===== config.mk =====
export PLATFORM = sky130hd
export DESIGN_NAME = spwm_gen
export DESIGN_NICKNAME = d
export VERILOG_FILES = /design/src/rtl/spwm_pkg.sv /design/src/rtl/spwm_counter.sv /design/src/rtl/spwm_regfile.sv /design/src/rtl/spwm_channel.sv /design/src/rtl/spwm_gen.sv
export SDC_FILE = /design/constraint.sdc
export NUM_CORES = 2
export LEC_CHECK = 0
export BUFFER_PORTS_ARGS = -buffer_cell sky130_fd_sc_hd__buf_4
export CORE_UTILIZATION = 55
export DETAILED_ROUTE_END_ITERATION = 10
export PLACE_DENSITY = 0.82
export SLEW_MARGIN = 15
export SYNTH_ARGS = -nofsm -noshare
export SYNTH_HDL_FRONTEND = slang
export SYNTH_SLANG_ARGS = --single-unit

===== constraint.sdc =====
create_clock -name clk -period 8.4 [get_ports clk]
set_input_delay 1.68 -clock clk [delete_from_list [all_inputs] [get_ports clk]]
set_output_delay 1.68 -clock clk [all_outputs]
set_load 0.03 [all_outputs]

===== src/rtl/spwm_pkg.sv =====
package spwm_pkg;
  typedef enum logic [1:0] {
    FLD_RISE_LO = 2'd0,
    FLD_RISE_HI = 2'd1,
    FLD_FALL_LO = 2'd2,
    FLD_FALL_HI = 2'd3
  } field_e;

  localparam int MODE_BIT_STAGGER = 0;
  localparam int MODE_BIT_PERCH   = 1;
  localparam int STAGGER_DIV      = 16;
endpackage


===== src/rtl/spwm_counter.sv =====
module spwm_counter #(
  parameter int CNT_W = 12
) (
  input  logic             clk,
  input  logic             rst,
  input  logic             stagger_in,
  output logic [CNT_W-1:0] cnt,
  output logic             wrap,
  output logic             stagger_live
);
  localparam logic [CNT_W-1:0] CNT_MAX = '1;

  assign wrap = (cnt == CNT_MAX);

  always_ff @(posedge clk) begin
    if (rst) begin
      cnt          <= '0;
      stagger_live <= 1'b0;
    end else begin
      cnt <= cnt + 1'b1;
      if (wrap) stagger_live <= stagger_in;
    end
  end

  AST_CNT_WRAP: assert property (@(posedge clk) disable iff (rst)
    (cnt == CNT_MAX) |=> (cnt == '0));
  AST_CNT_STEP: assert property (@(posedge clk) disable iff (rst)
    (cnt != CNT_MAX) |=> (cnt == $past(cnt) + 1'b1));
  AST_STAGGER_AT_WRAP: assert property (@(posedge clk) disable iff (rst)
    !wrap |=> $stable(stagger_live));
endmodule


===== src/rtl/spwm_regfile.sv =====
module spwm_regfile
  import spwm_pkg::*;
#(
  parameter int NUM_CH = 16,
  parameter int CNT_W  = 12,
  parameter int ADDR_W = 7
) (
  input  logic                         clk,
  input  logic                         rst,
  input  logic                         wr_en,
  input  logic [ADDR_W-1:0]            wr_addr,
  input  logic [7:0]                   wr_data,
  input  logic                         bus_stop,
  output logic                         stagger_en,
  output logic [NUM_CH-1:0][CNT_W-1:0] rise_d,
  output logic [NUM_CH-1:0][CNT_W-1:0] fall_d,
  output logic [NUM_CH-1:0]            commit
);
  localparam int CH_W      = $clog2(NUM_CH);
  localparam int HI_W      = CNT_W - 8;
  localparam int MODE_ADDR = NUM_CH * 4;

  logic [NUM_CH-1:0][CNT_W-1:0] rise_q, fall_q;
  logic [NUM_CH-1:0][3:0]       seen_q, seen_d;
  logic                         perch_q;
  logic [CH_W-1:0]              ch_sel;
  field_e                       fld;
  logic                         is_ch, mode_wr;
  logic [3:0]                   seen_now;

  assign ch_sel  = wr_addr[2 +: CH_W];
  assign fld     = field_e'(wr_addr[1:0]);
  assign is_ch   = wr_en && (wr_addr < ADDR_W'(MODE_ADDR));
  assign mode_wr = wr_en && (wr_addr == ADDR_W'(MODE_ADDR));

  always_comb begin
    rise_d   = rise_q;
    fall_d   = fall_q;
    seen_d   = seen_q;
    commit   = '0;
    seen_now = seen_q[ch_sel] | (4'b0001 << wr_addr[1:0]);
    if (is_ch) begin
      unique case (fld)
        FLD_RISE_LO: rise_d[ch_sel][7:0]       = wr_data;
        FLD_RISE_HI: rise_d[ch_sel][CNT_W-1:8] = wr_data[HI_W-1:0];
        FLD_FALL_LO: fall_d[ch_sel][7:0]       = wr_data;
        FLD_FALL_HI: fall_d[ch_sel][CNT_W-1:8] = wr_data[HI_W-1:0];
      endcase
      if (perch_q) begin
        if (seen_now == 4'hF) begin
          commit[ch_sel] = 1'b1;
          seen_d[ch_sel] = '0;
        end else begin
          seen_d[ch_sel] = seen_now;
        end
      end
    end
    if (mode_wr) seen_d = '0;
    if (!perch_q && bus_stop) commit = '1;
  end

  always_ff @(posedge clk) begin
    if (rst) begin
      rise_q     <= '0;
      fall_q     <= '0;
      seen_q     <= '0;
      perch_q    <= 1'b0;
      stagger_en <= 1'b0;
    end else begin
      rise_q <= rise_d;
      fall_q <= fall_d;
      seen_q <= seen_d;
      if (mode_wr) begin
        stagger_en <= wr_data[MODE_BIT_STAGGER];
        perch_q    <= wr_data[MODE_BIT_PERCH];
      end
    end
  end

  AST_PERCH_ONE_CHANNEL: assert property (@(posedge clk) disable iff (rst)
    perch_q |-> $onehot0(commit));
  AST_PERCH_NEEDS_WRITE: assert property (@(posedge clk) disable iff (rst)
    (perch_q && !wr_en) |-> (commit == '0));
  AST_STOP_MODE_ONLY_ON_STOP: assert property (@(posedge clk) disable iff (rst)
    (!perch_q && !bus_stop) |-> (commit == '0));
endmodule


===== src/rtl/spwm_channel.sv =====
module spwm_channel #(
  parameter int CNT_W  = 12,
  parameter int CH_IDX = 0,
  parameter int STEP   = 256
) (
  input  logic             clk,
  input  logic             rst,
  input  logic             commit,
  input  logic [CNT_W-1:0] rise_new,
  input  logic [CNT_W-1:0] fall_new,
  input  logic             wrap,
  input  logic             stagger,
  input  logic [CNT_W-1:0] cnt,
  output logic             out
);
  localparam int               OFS_I = (CH_IDX * STEP) % (1 << CNT_W);
  localparam logic [CNT_W-1:0] OFS   = OFS_I[CNT_W-1:0];

  logic [CNT_W-1:0] pend_rise, pend_fall, live_rise, live_fall;
  logic [CNT_W-1:0] pend_rise_d, pend_fall_d, eff_rise, eff_fall;

  assign pend_rise_d = commit ? rise_new : pend_rise;
  assign pend_fall_d = commit ? fall_new : pend_fall;

  always_ff @(posedge clk) begin
    if (rst) begin
      pend_rise <= '0;
      pend_fall <= '0;
      live_rise <= '0;
      live_fall <= '0;
    end else begin
      pend_rise <= pend_rise_d;
      pend_fall <= pend_fall_d;
      if (wrap) begin
        live_rise <= pend_rise_d;
        live_fall <= pend_fall_d;
      end
    end
  end

  assign eff_rise = live_rise + (stagger ? OFS : '0);
  assign eff_fall = live_fall + (stagger ? OFS : '0);

  always_comb begin
    if (eff_rise == eff_fall)     out = 1'b0;
    else if (eff_rise < eff_fall) out = (cnt >= eff_rise) && (cnt < eff_fall);
    else                          out = (cnt >= eff_rise) || (cnt < eff_fall);
  end

  AST_PEND_HOLD: assert property (@(posedge clk) disable iff (rst)
    !commit |=> ($stable(pend_rise) && $stable(pend_fall)));
  AST_LIVE_AT_WRAP: assert property (@(posedge clk) disable iff (rst)
    !wrap |=> ($stable(live_rise) && $stable(live_fall)));
endmodule


===== src/rtl/spwm_gen.sv =====
module spwm_gen #(
  parameter int NUM_CH = 16,
  parameter int CNT_W  = 12,
  parameter int ADDR_W = $clog2(NUM_CH * 4) + 1
) (
  input  logic              clk,
  input  logic              rst,
  input  logic              wr_valid,
  output logic              wr_ready,
  input  logic [ADDR_W-1:0] wr_addr,
  input  logic [7:0]        wr_data,
  input  logic              bus_stop,
  output logic [NUM_CH-1:0] pwm_out,
  output logic [CNT_W-1:0]  period_cnt
);
  localparam int STEP = (1 << CNT_W) / spwm_pkg::STAGGER_DIV;

  logic                         wr_en, wrap, stagger_en, stagger_live;
  logic [NUM_CH-1:0][CNT_W-1:0] rise_d, fall_d;
  logic [NUM_CH-1:0]            commit;

  always_ff @(posedge clk) wr_ready <= !rst;
  assign wr_en = wr_valid && wr_ready;

  spwm_counter #(.CNT_W(CNT_W)) u_cnt (
    .clk(clk), .rst(rst), .stagger_in(stagger_en),
    .cnt(period_cnt), .wrap(wrap), .stagger_live(stagger_live)
  );

  spwm_regfile #(.NUM_CH(NUM_CH), .CNT_W(CNT_W), .ADDR_W(ADDR_W)) u_regs (
    .clk(clk), .rst(rst), .wr_en(wr_en), .wr_addr(wr_addr), .wr_data(wr_data),
    .bus_stop(bus_stop), .stagger_en(stagger_en),
    .rise_d(rise_d), .fall_d(fall_d), .commit(commit)
  );

  for (genvar g = 0; g < NUM_CH; g++) begin : g_ch
    spwm_channel #(.CNT_W(CNT_W), .CH_IDX(g), .STEP(STEP)) u_ch (
      .clk(clk), .rst(rst), .commit(commit[g]),
      .rise_new(rise_d[g]), .fall_new(fall_d[g]),
      .wrap(wrap), .stagger(stagger_live), .cnt(period_cnt), .out(pwm_out[g])
    );
  end

  AST_RESET_OUTPUTS_LOW: assert property (@(posedge clk)
    rst |=> (pwm_out == '0));
  AST_NOT_READY_IN_RESET: assert property (@(posedge clk)
    rst |=> !wr_ready);
endmodule


==> results.toml <==
[synthesis]
mappedNetlistNets = 6888
yosysMostFrequentCell = "dfxtp_1"
ys_top_cells_by_area = "dfxtp_1 (42%), ha_1 (13%), mux2i_1 (6.6%)"
synth_top_cell_area_share_pct = 41.6
ys_seq_area_share_pct = 41.6
synth_seq_cells = 1232
synth_cell_types = 69
dominantRegCellSynth = "dfxtp_1"
syn-instance-count = 6246
avgSynthCellArea_um2 = 9.49
synth_top_area_cell = "dfxtp_1"
async_flop_share_pct = 0
yosysWarnings = 0
synth_commonest_cells = "dfxtp_1 (1232), nor2_1 (884), ha_1 (611)"
synth_area_mm2 = 0.0593
synth_enable_flop_cells = 0

[die]
initial_utilization_pct = 55.4
die_w_um = 330
die_area_mm2 = 0.109
design.core.area_mm2 = 0.107
io_pins = 48
die_h_um = 330
rows = 120

[drt]
ant_nets = 0
viasPerCell = 6.15
avgRoutedWirePerCell_um = 20.5
drt_wl_total_mm = 156
vias = 46804
drc_errors = 0
dr.pass1.iters = 6
drtIter0Drc = 4155

[setup_path]
cp-end-kind = "output port"
worst-setup-path-type = "flop to output port"
worstPathArrival_ns = 4.80
worst-path-max-fanout = 38
required_ns = 6.72
critPathLaunchType = "flop"

[timing]
rsz0062_at_grt = "false"
setup_viol = 0
timing_worst_slew_pin_value_ns = 1.38
slew_headroom_pct = 8.25
fin_tns_setup_ns = 0
clock.fmax_mhz = 154
finalMaxSlewViolations = 0
clock_skew_ns = 0.0294
period_share_pct = 77.2
fin_crit_ns = 6.48
hold_viol = 0

[power_and_ir_drop]
ir_drop_uv = 211
leakage_nw = 25.4
total_power_w = 0.0122
power.density_mw_per_mm2 = 189

[clock_tree]
h-tree-depth = 3
numCtsBuffers = 117
clock-sinks = 1232
cts_tree = "yes"
cts-root-buf = "clkbuf_16"
clk_pin_slew_ns = 0.06
cts.path.max_buffers = 3
post_cts_resized = 0
clk_latency_ns = 0.73
cts_setup_buffers = 0
hold_buffers = 0

[job]
maxCapViolCount = 0

[worst_hold_path]
min_path_type = "flop to flop"

[grt]
grt_first_pass_wirelength_mm = 245
track_usage_pct = 28.1
antenna_found_initial = 2
grt_pass1_vias = 46046
grt_max_degree = 211
grt.overflow.total = 0

[placement]
dp_hpwl_mm = 96.0
numPortBuffers = 47
gp_congestion = 0.950
placedInstanceArea_mm2 = 0.0604

[finish]
fillerInstances = 8474
nNetsFinal = 6750
fin_area_mm2 = 0.0647
layout-drive-gt1-share_pct = 9.74
syn_to_final_growth_pct = 9.19

[outcome]
status = "finished clean"
==> layout by cell type (no fill, tap or decap), drive strengths merged, types with 44 or more instances in the layout <==
cell type,synthesis,routed
clkbuf,199,177
nand2,246,246
a22oi,388,388
dfxtp,1232,1232
o21ai,490,490
a21oi,242,242
a21o,102,102
nor2,887,887
inv,368,370
a211oi,404,404
ha,611,611
nand3,45,45
buf,176,118
nand2b,44,44
mux2i,389,389
==> cell type report <==
cell class | instances | area (µm²) | share of cell area, %
Tap cell | 1403 | 1760 | 2.71
Clock inverter | 38 | 542 | 0.837
Multi-Input combinational cell | 4271 | 31700 | 49.0
Clock buffer | 177 | 3600 | 5.56
Inverter | 368 | 1380 | 2.13
Timing Repair Buffer | 118 | 1020 | 1.58
Antenna cell | 6 | 15.0 | 0.0232
Sequential cell | 1232 | 24700 | 38.1
==> through the flow <==
step           util [%]  hold WS, ns  setup WS (ns)  std cells
6_report           60.5        0.457           1.92       7613
5_1_grt            60.5        0.482           1.64       7609
4_1_cts            60.3        0.454           1.93       7603
3_5_place_dp       56.5        0.445           2.59       7388
3_3_place_gp       56.4        0.435           2.74       7387
2_1_floorplan         -        0.429           1.76       6246
==> registers in the layout (all words and copies together) (netlist names) <==
signal               flops
g_ch.u_ch.live_fall    192
g_ch.u_ch.live_rise    192
g_ch.u_ch.pend_fall    192
g_ch.u_ch.pend_rise    192
u_regs.fall_q          192
u_regs.rise_q          192
u_regs.seen_q           64
u_cnt.cnt               12
u_cnt.stagger_live       1
u_regs.perch_q           1
u_regs.stagger_en        1
wr_ready                 1
==> critical path: stages (launching register included) <==
cell	delay (ns)
dfxtp_4	0.82
inv_1	0.53
fa_1	0.56
xnor2_1	0.22
inv_1	0.07
ha_1	0.29
a21oi_1	0.16
o21a_1	0.15
o31ai_1	0.07
maj3_1	0.36
maj3_1	0.38
a21boi_0	0.20
buf_4	0.23
==> worst paths after layout <==
path                            depth (start not counted)                        end  slack (ns)          startpoint
worst max register to register                          8  g_ch[6].u_ch.live_fall[7]        3.31        u_cnt.cnt[5]
worst min register to register                          2          u_regs.seen_q[47]        0.46   u_regs.seen_q[47]
worst max-delay path                                   12                pwm_out[11]        1.92  u_cnt.stagger_live
worst min-delay path                                    2          u_regs.seen_q[47]        0.46   u_regs.seen_q[47]
==> metal layers <==
metal / vias up / track usage (%) / wire, µm
li1: 22092 / - / -
met1: 22592 / 35.6 / 64800
met2: 1694 / 46.5 / 72000
met3: 426 / 5.16 / 12600
met4: 0 / 12.4 / 6630
met5: - / 0 / 0
==> power by group <==
part | switching (W) | internal [W]
sequential | 0.0000525 | 0.00594
clock | 0.00233 | 0.00326
combinational | 0.000445 | 0.000196
total | 0.00283 | 0.00939
==> logic make-up (layout without fill, tap and decap cells) <==
logic type / Yosys count / in the layout / synth area share [%]
and+or+nand+nor: 1391 / 1391 / 9.84
muxes: 406 / 406 / 7.22
xor gates and xnor gates: 67 / 67 / 0.990
buffers and inverters: 743 / 701 / 5.41
AOI/OAI and AO/OA: 1771 / 1771 / 21.4
DFF: 1232 / 1232 / 41.6
other: 0 / 6 / 0
adders and majority gates: 636 / 636 / 13.5
Power figures use the tool's default switching activity.
